$ cat config.mk
export PLATFORM = sky130hd
export DESIGN_NAME = tfc_cmd_engine
export DESIGN_NICKNAME = d
export VERILOG_FILES = /design/src/rtl/tfc_pkg.sv /design/src/rtl/tfc_countdown.sv /design/src/rtl/tfc_irq_catch.sv /design/src/rtl/tfc_stat_class.sv /design/src/rtl/tfc_cmd_engine.sv
export SDC_FILE = /design/constraint.sdc
export NUM_CORES = 1
export LEC_CHECK = 0
export ABC_AREA = 1
export CORE_MARGIN = 2
export CORE_UTILIZATION = 45
export DETAILED_ROUTE_END_ITERATION = 10
export GPL_ROUTABILITY_DRIVEN = 0
export PLACE_DENSITY = 0.71
export SYNTH_ARGS = -nofsm -noshare
export SYNTH_HDL_FRONTEND = slang
export SYNTH_SLANG_ARGS = --single-unit
$ cat constraint.sdc
create_clock -name clk -period 3.86 [get_ports clk]
set_input_delay 0.386 -clock clk [delete_from_list [all_inputs] [get_ports clk]]
set_output_delay 0.386 -clock clk [all_outputs]
set_load 0.02 [all_outputs]
$ cat src/rtl/tfc_pkg.sv
package tfc_pkg;

   typedef enum logic [2:0] {
      ERR_NONE        = 3'd0,
      ERR_NOT_READY   = 3'd1,
      ERR_TIMEOUT     = 3'd2,
      ERR_MISSED_IRQ  = 3'd3,
      ERR_DEVICE      = 3'd4,
      ERR_WRITE_FAULT = 3'd5
   } tfc_err_e;

   typedef enum logic [3:0] {
      S_IDLE,
      S_HIGH,
      S_PRD,
      S_PCHK,
      S_PGAP,
      S_WR,
      S_WAIT,
      S_SRD,
      S_SCHK,
      S_DONE
   } tfc_state_e;

endpackage

$ cat src/rtl/tfc_countdown.sv
module tfc_countdown #(
   parameter int CNT_W = 8
) (
   input  logic             clk,
   input  logic             rst_n,
   input  logic             load,
   input  logic [CNT_W-1:0] load_val,
   input  logic             dec,
   output logic             zero
);

   logic [CNT_W-1:0] cnt_q;

   always_ff @(posedge clk or negedge rst_n) begin
      if (!rst_n) begin
         cnt_q <= '0;
      end else if (load) begin
         cnt_q <= load_val;
      end else if (dec && (cnt_q != '0)) begin
         cnt_q <= cnt_q - 1'b1;
      end
   end

   assign zero = (cnt_q == '0);

endmodule

$ cat src/rtl/tfc_irq_catch.sv
module tfc_irq_catch #(
   parameter int SYNC_STAGES = 0
) (
   input  logic clk,
   input  logic rst_n,
   input  logic irq,
   input  logic flush,
   input  logic snap,
   output logic pend,
   output logic early
);

   logic irq_s;

   generate
      if (SYNC_STAGES == 0) begin : g_direct
         assign irq_s = irq;
      end else begin : g_sync
         logic [SYNC_STAGES-1:0] sync_q;
         always_ff @(posedge clk or negedge rst_n) begin
            if (!rst_n) begin
               sync_q <= '0;
            end else begin
               sync_q <= {sync_q[SYNC_STAGES-2:0], irq};
            end
         end
         assign irq_s = sync_q[SYNC_STAGES-1];
      end
   endgenerate

   logic pend_q, early_q;

   always_ff @(posedge clk or negedge rst_n) begin
      if (!rst_n) begin
         pend_q  <= 1'b0;
         early_q <= 1'b0;
      end else if (flush) begin
         pend_q  <= 1'b0;
         early_q <= 1'b0;
      end else if (snap) begin
         early_q <= pend_q | irq_s;
         pend_q  <= 1'b0;
      end else begin
         pend_q  <= pend_q | irq_s;
      end
   end

   assign pend  = pend_q;
   assign early = early_q;

endmodule

$ cat src/rtl/tfc_stat_class.sv
module tfc_stat_class #(
   parameter int DATA_W   = 8,
   parameter int ERR_BIT  = 0,
   parameter int WFLT_BIT = 5
) (
   input  logic [DATA_W-1:0] stat,
   input  logic              media,
   output tfc_pkg::tfc_err_e code
);

   always_comb begin
      if (stat[ERR_BIT]) begin
         code = tfc_pkg::ERR_DEVICE;
      end else if (media && stat[WFLT_BIT]) begin
         code = tfc_pkg::ERR_WRITE_FAULT;
      end else begin
         code = tfc_pkg::ERR_NONE;
      end
   end

endmodule

$ cat src/rtl/tfc_cmd_engine.sv
module tfc_cmd_engine #(
   parameter int DATA_W      = 8,
   parameter int REG_AW      = 3,
   parameter int HEAD_W      = 4,
   parameter int HEAD_LIMIT  = 7,
   parameter int BUSY_BIT    = 7,
   parameter int ERR_BIT     = 0,
   parameter int WFLT_BIT    = 5,
   parameter int HH_BIT      = 3,
   parameter int POLL_GAP    = 8,
   parameter int POLL_TRIES  = 60,
   parameter int WAIT_CYCLES = 400,
   parameter int IRQ_SYNC    = 0,
   localparam int CMD_REG    = (1 << REG_AW) - 1,
   localparam int NPARAM     = CMD_REG - 1
) (
   input  logic                     clk,
   input  logic                     rst_n,
   input  logic                     start,
   input  logic [DATA_W-1:0]        cmd_byte,
   input  logic [NPARAM*DATA_W-1:0] param_bytes,
   input  logic [HEAD_W-1:0]        head_num,
   input  logic [DATA_W-1:0]        ctrl_base,
   input  logic                     media_cmd,
   input  logic                     irq,
   input  logic [DATA_W-1:0]        rdata,
   output logic [REG_AW-1:0]        addr,
   output logic [DATA_W-1:0]        wdata,
   output logic                     wr_en,
   output logic                     rd_en,
   output logic                     ctrl_wr,
   output logic                     active,
   output logic                     done,
   output logic [2:0]               err_code
);

   import tfc_pkg::*;

   localparam int TRY_W  = $clog2(POLL_TRIES + 1);
   localparam int GAP_W  = $clog2(POLL_GAP + 1);
   localparam int WAIT_W = $clog2(WAIT_CYCLES + 1);
   localparam logic [TRY_W-1:0]  LAST_TRY = TRY_W'(POLL_TRIES - 1);
   localparam logic [GAP_W-1:0]  GAP_LOAD = GAP_W'(POLL_GAP - 1);
   localparam logic [WAIT_W-1:0] WAIT_LOAD = WAIT_W'(WAIT_CYCLES - 1);
   localparam logic [REG_AW-1:0] CMD_ADDR = REG_AW'(CMD_REG);

   // elaboration-time parameter checks
   if (DATA_W < 8) begin : g_bad_dw
      $error("DATA_W must be at least 8");
   end
   if (REG_AW < 2) begin : g_bad_aw
      $error("REG_AW must be at least 2");
   end
   if (BUSY_BIT >= DATA_W || ERR_BIT >= DATA_W || WFLT_BIT >= DATA_W || HH_BIT >= DATA_W) begin : g_bad_bits
      $error("status or control bit position outside DATA_W");
   end
   if (POLL_TRIES < 1 || POLL_GAP < 1 || WAIT_CYCLES < 1) begin : g_bad_counts
      $error("POLL_TRIES, POLL_GAP and WAIT_CYCLES must be at least 1");
   end
   if (HEAD_LIMIT < 0 || HEAD_LIMIT >= (1 << HEAD_W)) begin : g_bad_head
      $error("HEAD_LIMIT outside head_num range");
   end
   if (IRQ_SYNC == 1) begin : g_bad_sync
      $error("IRQ_SYNC must be 0 or at least 2");
   end

   tfc_state_e             state_q, state_d;
   logic [REG_AW-1:0]      idx_q, idx_d;
   logic [TRY_W-1:0]       tries_q, tries_d;
   tfc_err_e               err_q, err_d;
   logic [DATA_W-1:0]      cmd_q;
   logic [NPARAM*DATA_W-1:0] par_q;
   logic [DATA_W-1:0]      ctrl_q;
   logic                   media_q;

   logic gap_load, gap_dec, gap_zero;
   logic tmo_load, tmo_dec, tmo_zero;
   logic flush, snap, pend, early;
   tfc_err_e class_code;

   // register image by address: 0 unused, 1..NPARAM parameters, CMD_REG command
   logic [DATA_W-1:0] reg_img [0:CMD_REG];

   generate
      for (genvar k = 0; k <= CMD_REG; k++) begin : g_img
         if (k == 0) begin : g_zero
            assign reg_img[k] = '0;
         end else if (k == CMD_REG) begin : g_cmd
            assign reg_img[k] = cmd_q;
         end else begin : g_par
            assign reg_img[k] = par_q[(k-1)*DATA_W +: DATA_W];
         end
      end
   endgenerate

   tfc_countdown #(.CNT_W(GAP_W)) u_gap (
      .clk      (clk),
      .rst_n    (rst_n),
      .load     (gap_load),
      .load_val (GAP_LOAD),
      .dec      (gap_dec),
      .zero     (gap_zero)
   );

   tfc_countdown #(.CNT_W(WAIT_W)) u_tmo (
      .clk      (clk),
      .rst_n    (rst_n),
      .load     (tmo_load),
      .load_val (WAIT_LOAD),
      .dec      (tmo_dec),
      .zero     (tmo_zero)
   );

   tfc_irq_catch #(.SYNC_STAGES(IRQ_SYNC)) u_irq (
      .clk   (clk),
      .rst_n (rst_n),
      .irq   (irq),
      .flush (flush),
      .snap  (snap),
      .pend  (pend),
      .early (early)
   );

   tfc_stat_class #(
      .DATA_W   (DATA_W),
      .ERR_BIT  (ERR_BIT),
      .WFLT_BIT (WFLT_BIT)
   ) u_class (
      .stat  (rdata),
      .media (media_q),
      .code  (class_code)
   );

   always_comb begin
      state_d  = state_q;
      idx_d    = idx_q;
      tries_d  = tries_q;
      err_d    = err_q;
      gap_load = 1'b0;
      gap_dec  = 1'b0;
      tmo_load = 1'b0;
      tmo_dec  = 1'b0;
      flush    = 1'b0;
      snap     = 1'b0;
      case (state_q)
         S_IDLE: begin
            if (start) begin
               flush   = 1'b1;
               idx_d   = REG_AW'(1);
               tries_d = '0;
               state_d = (int'(head_num) > HEAD_LIMIT) ? S_HIGH : S_PRD;
            end
         end
         S_HIGH: state_d = S_PRD;
         S_PRD:  state_d = S_PCHK;
         S_PCHK: begin
            if (!rdata[BUSY_BIT]) begin
               state_d = S_WR;
            end else if (tries_q == LAST_TRY) begin
               err_d   = ERR_NOT_READY;
               state_d = S_DONE;
            end else begin
               tries_d  = tries_q + 1'b1;
               gap_load = 1'b1;
               state_d  = S_PGAP;
            end
         end
         S_PGAP: begin
            if (gap_zero) begin
               state_d = S_PRD;
            end else begin
               gap_dec = 1'b1;
            end
         end
         S_WR: begin
            tries_d = '0;
            if (idx_q == CMD_ADDR) begin
               snap     = 1'b1;
               tmo_load = 1'b1;
               state_d  = S_WAIT;
            end else begin
               idx_d   = idx_q + 1'b1;
               state_d = S_PRD;
            end
         end
         S_WAIT: begin
            if (pend) begin
               state_d = S_SRD;
            end else if (tmo_zero) begin
               err_d   = early ? ERR_MISSED_IRQ : ERR_TIMEOUT;
               state_d = S_DONE;
            end else begin
               tmo_dec = 1'b1;
            end
         end
         S_SRD:  state_d = S_SCHK;
         S_SCHK: begin
            err_d   = class_code;
            state_d = S_DONE;
         end
         S_DONE:  state_d = S_IDLE;
         default: state_d = S_IDLE;
      endcase
   end

   always_ff @(posedge clk or negedge rst_n) begin
      if (!rst_n) begin
         state_q <= S_IDLE;
         idx_q   <= '0;
         tries_q <= '0;
         err_q   <= ERR_NONE;
         cmd_q   <= '0;
         par_q   <= '0;
         ctrl_q  <= '0;
         media_q <= 1'b0;
      end else begin
         state_q <= state_d;
         idx_q   <= idx_d;
         tries_q <= tries_d;
         err_q   <= err_d;
         if (state_q == S_IDLE && start) begin
            cmd_q   <= cmd_byte;
            par_q   <= param_bytes;
            ctrl_q  <= ctrl_base;
            media_q <= media_cmd;
         end
      end
   end

   always_comb begin
      addr    = '0;
      wdata   = '0;
      wr_en   = 1'b0;
      rd_en   = 1'b0;
      ctrl_wr = 1'b0;
      case (state_q)
         S_HIGH: begin
            ctrl_wr = 1'b1;
            wdata   = ctrl_q | (DATA_W'(1) << HH_BIT);
         end
         S_PRD, S_SRD: begin
            rd_en = 1'b1;
            addr  = CMD_ADDR;
         end
         S_WR: begin
            wr_en = 1'b1;
            addr  = idx_q;
            wdata = reg_img[idx_q];
         end
         default: ;
      endcase
   end

   assign active   = (state_q != S_IDLE);
   assign done     = (state_q == S_DONE);
   assign err_code = err_q;

endmodule

After elaboration in Yosys (flattened, before gate mapping)
Index checks and enable logic that the tools add are counted.
{ "classes": {"add_sub_neg": 4, "n_mul": 0, "div": 0, "magnitude_cmp": 2, "eq_ne": 20, "shift": 0, "n_mux": 52, "bitwise_logic": 2, "reduce_logical": 21} }
{ "op_table": {"columns": ["cell", "n"], "rows": [
  ["4-bit case mux with 9 select lines", 1],
  ["4-bit two-way mux", 8],
  ["3-bit two-way mux", 9],
  ["8-bit binary-select mux with 3-bit select", 1],
  ["1-bit two-way mux", 20],
  ["6-bit two-way mux", 3],
  ["9-bit two-way mux", 2],
  ["6-bit case mux with 3 select lines", 1],
  ["4-bit by 3-bit == test with 1-bit output, second input constant", 4],
  ["8-bit two-way mux", 2],
  ["2-bit inequality test, second input constant", 8],
  ["8-bit case mux with 2 select lines", 1],
  ["3-bit case mux with 2 select lines", 2],
  ["9-bit zero test", 1],
  ["3-bit case mux with 3 select lines", 1],
  ["9-bit nonzero test", 1],
  ["9-bit by 1-bit subtractor with 9-bit output, second input constant", 1],
  ["4-bit by 2-bit == test with 1-bit output, second input constant", 2],
  ["4-bit == test, second input constant", 2],
  ["4-bit zero test", 2],
  ["2-bit nonzero test", 4],
  ["4-bit nonzero test", 2],
  ["6-bit by 1-bit adder with 6-bit output, second input constant", 1],
  ["6-bit == test, second input constant", 1],
  ["16 further kinds", 21]
]} }
{ "word_totals": {"reg_bits": 96, "latchBits": 0, "ramBits": 0, "mem_bits_ro": 0, "inputBits": 81, "out_inout_bits": 19, "word_cells": 113, "mem_count": 0} }

Longest topological paths before layout
Gate-level depths: netlist (run 1).
{ "depth": {"word_depth": 7, "ltp_mapped": 10} }

By module
From an unflattened synthesis (run 1), not the netlist that was laid out.
{ "hier_totals": {"hier_cells": 718, "area_unflattened_um2": 5192.5} }
{ "by_module_without_submodules": {"columns": ["module", "n_inst", "cells_each", "area_each_um2", "seq_area_each_um2"], "rows": [
  ["tfc_cmd_engine", 1, 555, 4119.0, 2001.9],
  ["tfc_countdown at u_tmo", 1, 99, 659.4, 225.2],
  ["tfc_countdown at u_gap", 1, 46, 295.3, 100.1],
  ["tfc_irq_catch", 1, 12, 90.1, 50.0],
  ["tfc_stat_class", 1, 6, 28.8, 0.0]
]} }

Worst setup path after synthesis (run 1)
Ideal clock, no wire load.
{ "synth_path": {"path_kind": "reg-to-output", "from": "register state_q[1]", "to": "output port addr[0]", "arrival_ns": 1.449, "slack_ns": 2.025, "stages_incl_launch_ff": 6, "n_path_buf": 0, "path_cell_list": "dfrtp_1 > inv_2 > nand2_1 > nor2_4 > inv_1 > o21ai_0"} }
{ "synth_via": {"elab_chain_cells": 3, "word_cells_on_any_way": 5, "classes_between": "eq/ne: 3; mux: 1; reduce/logical: 1"} }
{ "synth_lines": {"columns": ["item", "line_no", "text"], "rows": [
  ["from (decl)", "tfc_cmd_engine.sv:67", "tfc_state_e state_q, state_d;"],
  ["from (signal assigned)", "tfc_cmd_engine.sv:217", "state_q <= state_d;"],
  ["4-bit by 2-bit == test with 1-bit output / 4-bit by 3-bit == test with 1-bit output (equally long branches)", "tfc_cmd_engine.sv:236", "case (state_q)"],
  ["2-bit OR reduction", "tfc_cmd_engine.sv:236", null],
  ["3-bit case mux with 2 select lines (*)", "tfc_cmd_engine.sv:236", null],
  ["to (decl)", "tfc_cmd_engine.sv:27", "output logic [REG_AW-1:0] addr,"]
]} }
Every way passes the cells marked *; elsewhere a longest branch is shown, timed or not.

Worst setup path after layout (run 1)
{ "layout_path": {"from": "register idx_q[0]", "to": "output port wdata[2]"} }
{ "layout_via": {"elab_chain_cells": 5} }
{ "layout_lines": {"columns": ["item", "line_no", "text"], "rows": [
  ["from (decl)", "tfc_cmd_engine.sv:68", "logic [REG_AW-1:0] idx_q, idx_d;"],
  ["from (signal assigned)", "tfc_cmd_engine.sv:218", "idx_q <= idx_d;"],
  ["3-bit inverter with 4-bit output (not written as such)", "tfc_cmd_engine.sv:248", "wdata = reg_img[idx_q];"],
  ["8-bit binary-select mux with 3-bit select", "tfc_cmd_engine.sv:248", null],
  ["8-bit two-way mux (not written as such) (2 in a row)", "tfc_cmd_engine.sv:248", null],
  ["8-bit case mux with 2 select lines", "tfc_cmd_engine.sv:236", null],
  ["to (decl)", "tfc_cmd_engine.sv:28", "output logic [DATA_W-1:0] wdata,"]
]} }
No other way between the ends. The select of a mux whose other input is x is not followed.

==> flow_metrics.env, run 1 <==
export IMPL_status="complete, no violations"
export IMPL_yosysSeqAreaShare_pct=48.5
export IMPL_clock_path_buffers=2
export IMPL_synthTopCellsByArea="dfrtp_1 49%, nand2_1 17%, o21ai_0 5.8%"
export IMPL_firstDrtPassIters=5
export IMPL_n_antenna_cell=0
export IMPL_r2r_start="state_q[2]"
export IMPL_rsz0062_at_grt="false"
export IMPL_fin_nets=802
export IMPL_cts_tree="done"
export IMPL_layout_commonest_cell="nand2_1"
export IMPL_rrSetupSlack_ns=1.72
export IMPL_synth_top_area_share_pct=48.5
export IMPL_syn_to_final_growth_pct=24.0
export IMPL_overflow=0
export IMPL_wl_per_cell_um=13.6
export IMPL_setup_viol=0
export IMPL_crit_path_max_fanout=18
export IMPL_clock_sinks=95
export IMPL_gr_usage_met2_pct=36.5
export IMPL_ir_worst_vdd_mv=0.321
export IMPL_final_area_um2=6070
export IMPL_grt_pass1_vias=4268
export IMPL_internal_power_mw=2.39
export IMPL_switching_share_pct=40.8
export IMPL_p_leak_nw=2.97
export IMPL_pin_count=100
export IMPL_syn_area_um2=4900
export IMPL_layout_common_cells="226 x nand2_1, 95 x dfrtp_1, 89 x clkdlybuf4s50_1"
export IMPL_die_w_um=108
export IMPL_fin_skew_ns=0.00856
export IMPL_worst_ep_arrival_time_ns=2.61
export IMPL_clock_latency_ns=0.36
export IMPL_use_met3_pct=3.68
export IMPL_tns_ns=0
export IMPL_combPwrFrac_pct=42.6
export IMPL_worstSetupStartpoint="idx_q[0]"
export IMPL_antenna_left=0
export IMPL_htreeDepth=3
export IMPL_synth_cell_type_count=33
export IMPL_grt_max_degree=73
export IMPL_async_flop_share_pct=100
export IMPL_synthCells=632
export IMPL_final_hold_viol_count=0
export IMPL_cts_hold_buf=0
export IMPL_synthFlopType="dfrtp_1"
export IMPL_worstPathRequired_ns=3.47
export IMPL_powerDensity_nw_per_um2=663
export IMPL_yosysWarnings=0
export IMPL_layout_min_cycle_time_ns=3.00
export IMPL_start_util_pct=45.6
export IMPL_slew_violations=0
export IMPL_crit_type="reg2out"
export IMPL_globalRouteMet1Util_pct=27.0
export IMPL_busiest_layer="met2"
export IMPL_cts_made_buffers=9
export IMPL_yosysTopAreaCell="dfrtp_1"
export IMPL_grt_pass1_wl_um=19500
export IMPL_finalCritPeriodShare_pct=77.7
export IMPL_grt_usage_pct=21.1
export IMPL_hold_path_class="in2async"
export IMPL_avgSynthCellArea_um2=7.75
export IMPL_p_sw_mw=1.64
export IMPL_post_cts_buffers=0
export IMPL_fmax_mhz=333
export IMPL_viasPerCell=5.05
export IMPL_power_share_sequential_pct=39.2
export IMPL_yosys_register_bits=95
export IMPL_placed_area_um2=5850
export IMPL_antenna_found_initial=0
export IMPL_maxCapViolations=0
export IMPL_syn_nets=718
export IMPL_routed_wl_um=11700
export IMPL_clkTransAtPathRegs_ns=0.09
export IMPL_coreArea_um2=10700
export IMPL_cp_start_kind="flop"
export IMPL_root_buffer="clkbuf_8"
export IMPL_numPortBuffers=90
export IMPL_dp_hpwl_um=8420
export IMPL_fp_dieH_um=108
export IMPL_cp_end_kind="primary output"
export IMPL_design_die_area_um2=11700
export IMPL_vias=4341
export IMPL_rows=38
export IMPL_pwr_share_clk_pct=18.2
export IMPL_synth_edf_count=0
export IMPL_ctsResizeCount=0
export IMPL_worst_pin_slew_ns=0.929
export IMPL_max_slew_margin_pct=38.1
export IMPL_drt_initial_drc_count=259
export IMPL_route_detailed_drc=0
export IMPL_drive_above_1_share_pct=8.89
sequential cells by signal (all words and copies together), names as in the netlist:
| register | count |
|---|---|
| cmd_q | 8 |
| ctrl_q | 7 |
| err_code | 3 |
| idx_q | 3 |
| media_q | 1 |
| par_q | 48 |
| state_q | 4 |
| tries_q | 6 |
| u_gap.cnt_q | 4 |
| u_irq.early | 1 |
| u_irq.pend | 1 |
| u_tmo.cnt_q | 9 |
power by group through the flow:
stage          logic (mW)  registers [mW]  clock network (mW)
2_1_floorplan        1.22            1.55                   0
3_3_place_gp         1.68            1.58                   0
3_5_place_dp         1.72            1.59                   0
4_1_cts              1.73            1.58               0.741
5_1_grt              1.95            1.62               0.782
6_report             1.72            1.58               0.732
Yosys cell counts (2+ instances only):
library cell	count
nand3_1	34
nand2_4	4
nor2_2	2
o21ai_2	6
buf_2	4
o21ai_1	16
nor2_4	4
ha_1	5
buf_6	7
a21oi_1	21
nand2_1	226
o21ai_0	57
clkbuf_1	10
or2_2	2
nor2_1	36
o211ai_1	9
inv_1	55
nand4_1	2
xnor2_1	2
dfrtp_1	95
nand2_2	11
xor2_1	4
nand3_2	2
inv_2	9
stage by stage:
stage | utilization [%] | power [mW] | instances | setup slack (ns) | hold WS, ns
2_1_floorplan | - | 2.77 | 632 | 2.03 | 0.0904
3_3_place_gp | 54.5 | 3.26 | 845 | 1.20 | 0.457
3_5_place_dp | 54.5 | 3.31 | 845 | 1.23 | 0.460
4_1_cts | 56.5 | 4.04 | 860 | 0.828 | 0.196
5_1_grt | 56.5 | 4.35 | 860 | 0.597 | 0.233
6_report | 56.5 | 4.03 | 860 | 0.860 | 0.128
cell families after synthesis:
kind of cell / count (synthesis) / share of synthesized area, %
flip-flops: 95 / 48.5
AO/OA/AOI/OAI: 111 / 12.3
adder cells (fa/ha/maj): 5 / 1.28
AND/OR/NAND/NOR: 326 / 28.4
XOR/XNOR: 6 / 1.07
buffers and inverters: 89 / 8.40
critical path: stages (launching register included):
cell and delay, ns:
dfrtp_1 0.55, clkinv_1 0.49, o211ai_1 0.35, nand3_1 0.13, nand3_1 0.13, clkdlybuf4s50_1 0.61
layer usage:
metal	part of all wire (%)	vias up	routed length (um)
met3	5.3	12	617
met4	1.0	0	117
met2	49	118	5720
met5	0	-	0
li1	-	2163	-
met1	45	2048	5230
path summary, 6_finish.rpt:
| check | end | cells past startpoint |
|---|---|---|
| hold reg to reg | par_q[11] | 2 |
| hold / removal | u_tmo.cnt_q[7] | 1 |
| setup / recovery | wdata[2] | 5 |
| min in group clk | par_q[11] | 2 |
| max in group asynchronous | ctrl_q[2] | 2 |
| setup reg to reg | par_q[40] | 8 |
final cells by class:
class | count | area (um2)
Clock buffer | 10 | 138
Clock inverter | 5 | 81.3
Fill cell | 1043 | 4670
Inverter | 67 | 255
Multi-Input combinational cell | 448 | 2110
Sequential cell | 95 | 2380
Tap cell | 140 | 175
Timing Repair Buffer | 95 | 936
(Power assumes the default switching activity.)
==> run 2, diff against run 1 <==
Clock period 3.86 ns to 2.93 ns, I/O delays scaled along.
==> flow_metrics.env, run 2 (synthesis gave the netlist of run 1 again) <==
export IMPL_status="complete, but fails checks"
export IMPL_violations="negative hold slack"
export IMPL_cp_end_kind="primary output"
export IMPL_root_buffer="clkbuf_8"
export IMPL_fin_nets=806
export IMPL_rows=38
export IMPL_htreeDepth=3
export IMPL_dp_hpwl_um=8830
export IMPL_hold_path_class="in2async"
export IMPL_overflow=0
export IMPL_pin_count=100
export IMPL_n_antenna_cell=0
export IMPL_grt_max_degree=60
export IMPL_setup_viol=0
export IMPL_antenna_found_initial=0
export IMPL_viasPerCell=5.08
export IMPL_path_cells="inv_2, nand2_1, nor2_4, nand2_1, inv_1, nand3_1, nand3_1, clkdlybuf4s50_1"
export IMPL_final_hold_viol_count=13
export IMPL_clkTransAtPathRegs_ns=0.09
export IMPL_reg2reg_to="par_q[44]"
export IMPL_reg_top3="par_q x48, u_tmo.cnt_q x9, cmd_q x8"
export IMPL_combPwrFrac_pct=43.9
export IMPL_power_share_sequential_pct=39.3
export IMPL_rrSetupSlack_ns=0.88
export IMPL_worst_pin_slew_ns=0.759
export IMPL_grt_usage_pct=22.2
export IMPL_firstDrtPassIters=5
export IMPL_nFillCells=1000
export IMPL_max_slew_margin_pct=49.4
export IMPL_drt_initial_drc_count=257
export IMPL_antenna_left=0
export IMPL_p_leak_nw=2.99
export IMPL_finalCritPeriodShare_pct=93.8
export IMPL_cts_tree="done"
export IMPL_clock_latency_ns=0.37
export IMPL_slew_violations=0
export IMPL_drive_above_1_share_pct=9.66
export IMPL_crit_path_max_fanout=8
export IMPL_pwr_share_clk_pct=16.8
export IMPL_rsz0062_at_grt="false"
export IMPL_clock_sinks=95
export IMPL_cts_made_buffers=9
export IMPL_fmax_mhz=364
export IMPL_clock_path_buffers=2
export IMPL_register_area_um2=2380
export IMPL_layout_setup_ws_ns=0.181
export IMPL_p_sw_mw=2.23
export IMPL_ir_worst_vdd_mv=0.388
export IMPL_cts_hold_buf=0
export IMPL_dp_slack_ns=0.416
export IMPL_coreArea_um2=10700
export IMPL_crit_type="reg2out"
export IMPL_syn_to_final_growth_pct=24.9
export IMPL_worstPathRequired_ns=2.64
export IMPL_r2r_start="state_q[3]"
export IMPL_cp_slowest_cell="clkdlybuf4s50_1"
export IMPL_layout_commonest_cell="nand2_1"
export IMPL_powerDensity_nw_per_um2=872
export IMPL_numPortBuffers=90
export IMPL_top_register="par_q"
export IMPL_holdWs_ns=-0.0111
export IMPL_switching_share_pct=41.9
export IMPL_grt_pass1_wl_um=20400
export IMPL_start_util_pct=45.6
export IMPL_max_stage_delay_ns=0.62
export IMPL_wl_per_cell_um=14.0
export IMPL_internal_power_mw=3.10
export IMPL_worst_ep_arrival_time_ns=2.46
export IMPL_tns_ns=0
export IMPL_design_die_area_um2=11700
export IMPL_r2r_cells=8
export IMPL_multi_input_area_um2=2110
export IMPL_largest_register_ffs=48
export IMPL_routed_wl_um=12100
export IMPL_layout_common_cells="226 x nand2_1, 95 x dfrtp_1, 89 x clkdlybuf4s50_1"
export IMPL_cp_start_kind="flop"
export IMPL_fp_dieH_um=108
export IMPL_layout_min_cycle_time_ns=2.75
export IMPL_grt_pass1_vias=4463
export IMPL_maxCapViolations=0
export IMPL_die_w_um=108
export IMPL_fin_skew_ns=0.00958
export IMPL_route_detailed_drc=0
export IMPL_vias=4391
[run 2: what timing repair did]
item | in CTS | in global routing
endpoints found under the setup margin | 0 | 9
gates resized for setup | 0 | 1
setup buffers | 0 | 2
[run 2: per-layer routing]
metal | global-route usage [%] | vias to the layer above | part of all wire [%]
met1 | 26.6 | 2058 | 42
met5 | 0 | - | 0
li1 | - | 2172 | -
met2 | 39.9 | 142 | 50
met3 | 4.34 | 19 | 5.5
met4 | 7.23 | 0 | 1.5
[run 2: area by class of cell]
type	instances	area share, %
clock buffer	9	2.02
clock inverter	7	1.33
inverter	67	4.23
multi-input combinational	448	34.5
sequential	95	38.9
tap	140	2.86
timing repair buffer	99	16.2
[run 2: how the worst max path moves through the flow]
stage	start	end	slack (ns)	cells past startpoint
CTS	idx_q[0]	wdata[7]	0.002	7
floorplan	state_q[1]	addr[0]	1.19	5
detailed placement	idx_q[0]	wdata[7]	0.42	7
global placement	idx_q[0]	wdata[7]	0.45	7
finish	state_q[1]	wdata[0]	0.18	8
global route	state_q[1]	wdata[1]	0.05	8
[run 2: power groups by stage]
stage	sequential, mW	clock (mW)	combinational, mW
after floorplan	2.04	0	1.60
after global placement	2.10	0	2.25
after detailed placement	2.11	0	2.32
after CTS	2.09	0.924	2.34
after global routing	2.14	0.963	2.66
final	2.10	0.897	2.34
[run 2: critical path, delay by kind of cell (launching register included)]
| family | cells | cell delay, ns |
|---|---|---|
| simple gates | 5 | 0.73 |
| buf+inv | 3 | 0.93 |
| flops | 1 | 0.43 |
[run 2: stage by stage]
stage / total power [mW] / cells / instance area (um2) / utilization, %
2_1_floorplan: 3.65 / 632 / 4900 / -
4_1_cts: 5.35 / 863 / 6100 / 56.8
6_report: 5.33 / 865 / 6120 / 56.9
3_3_place_gp: 4.34 / 847 / 5890 / 54.8
5_1_grt: 5.77 / 865 / 6120 / 56.9
3_5_place_dp: 4.43 / 847 / 5890 / 54.8
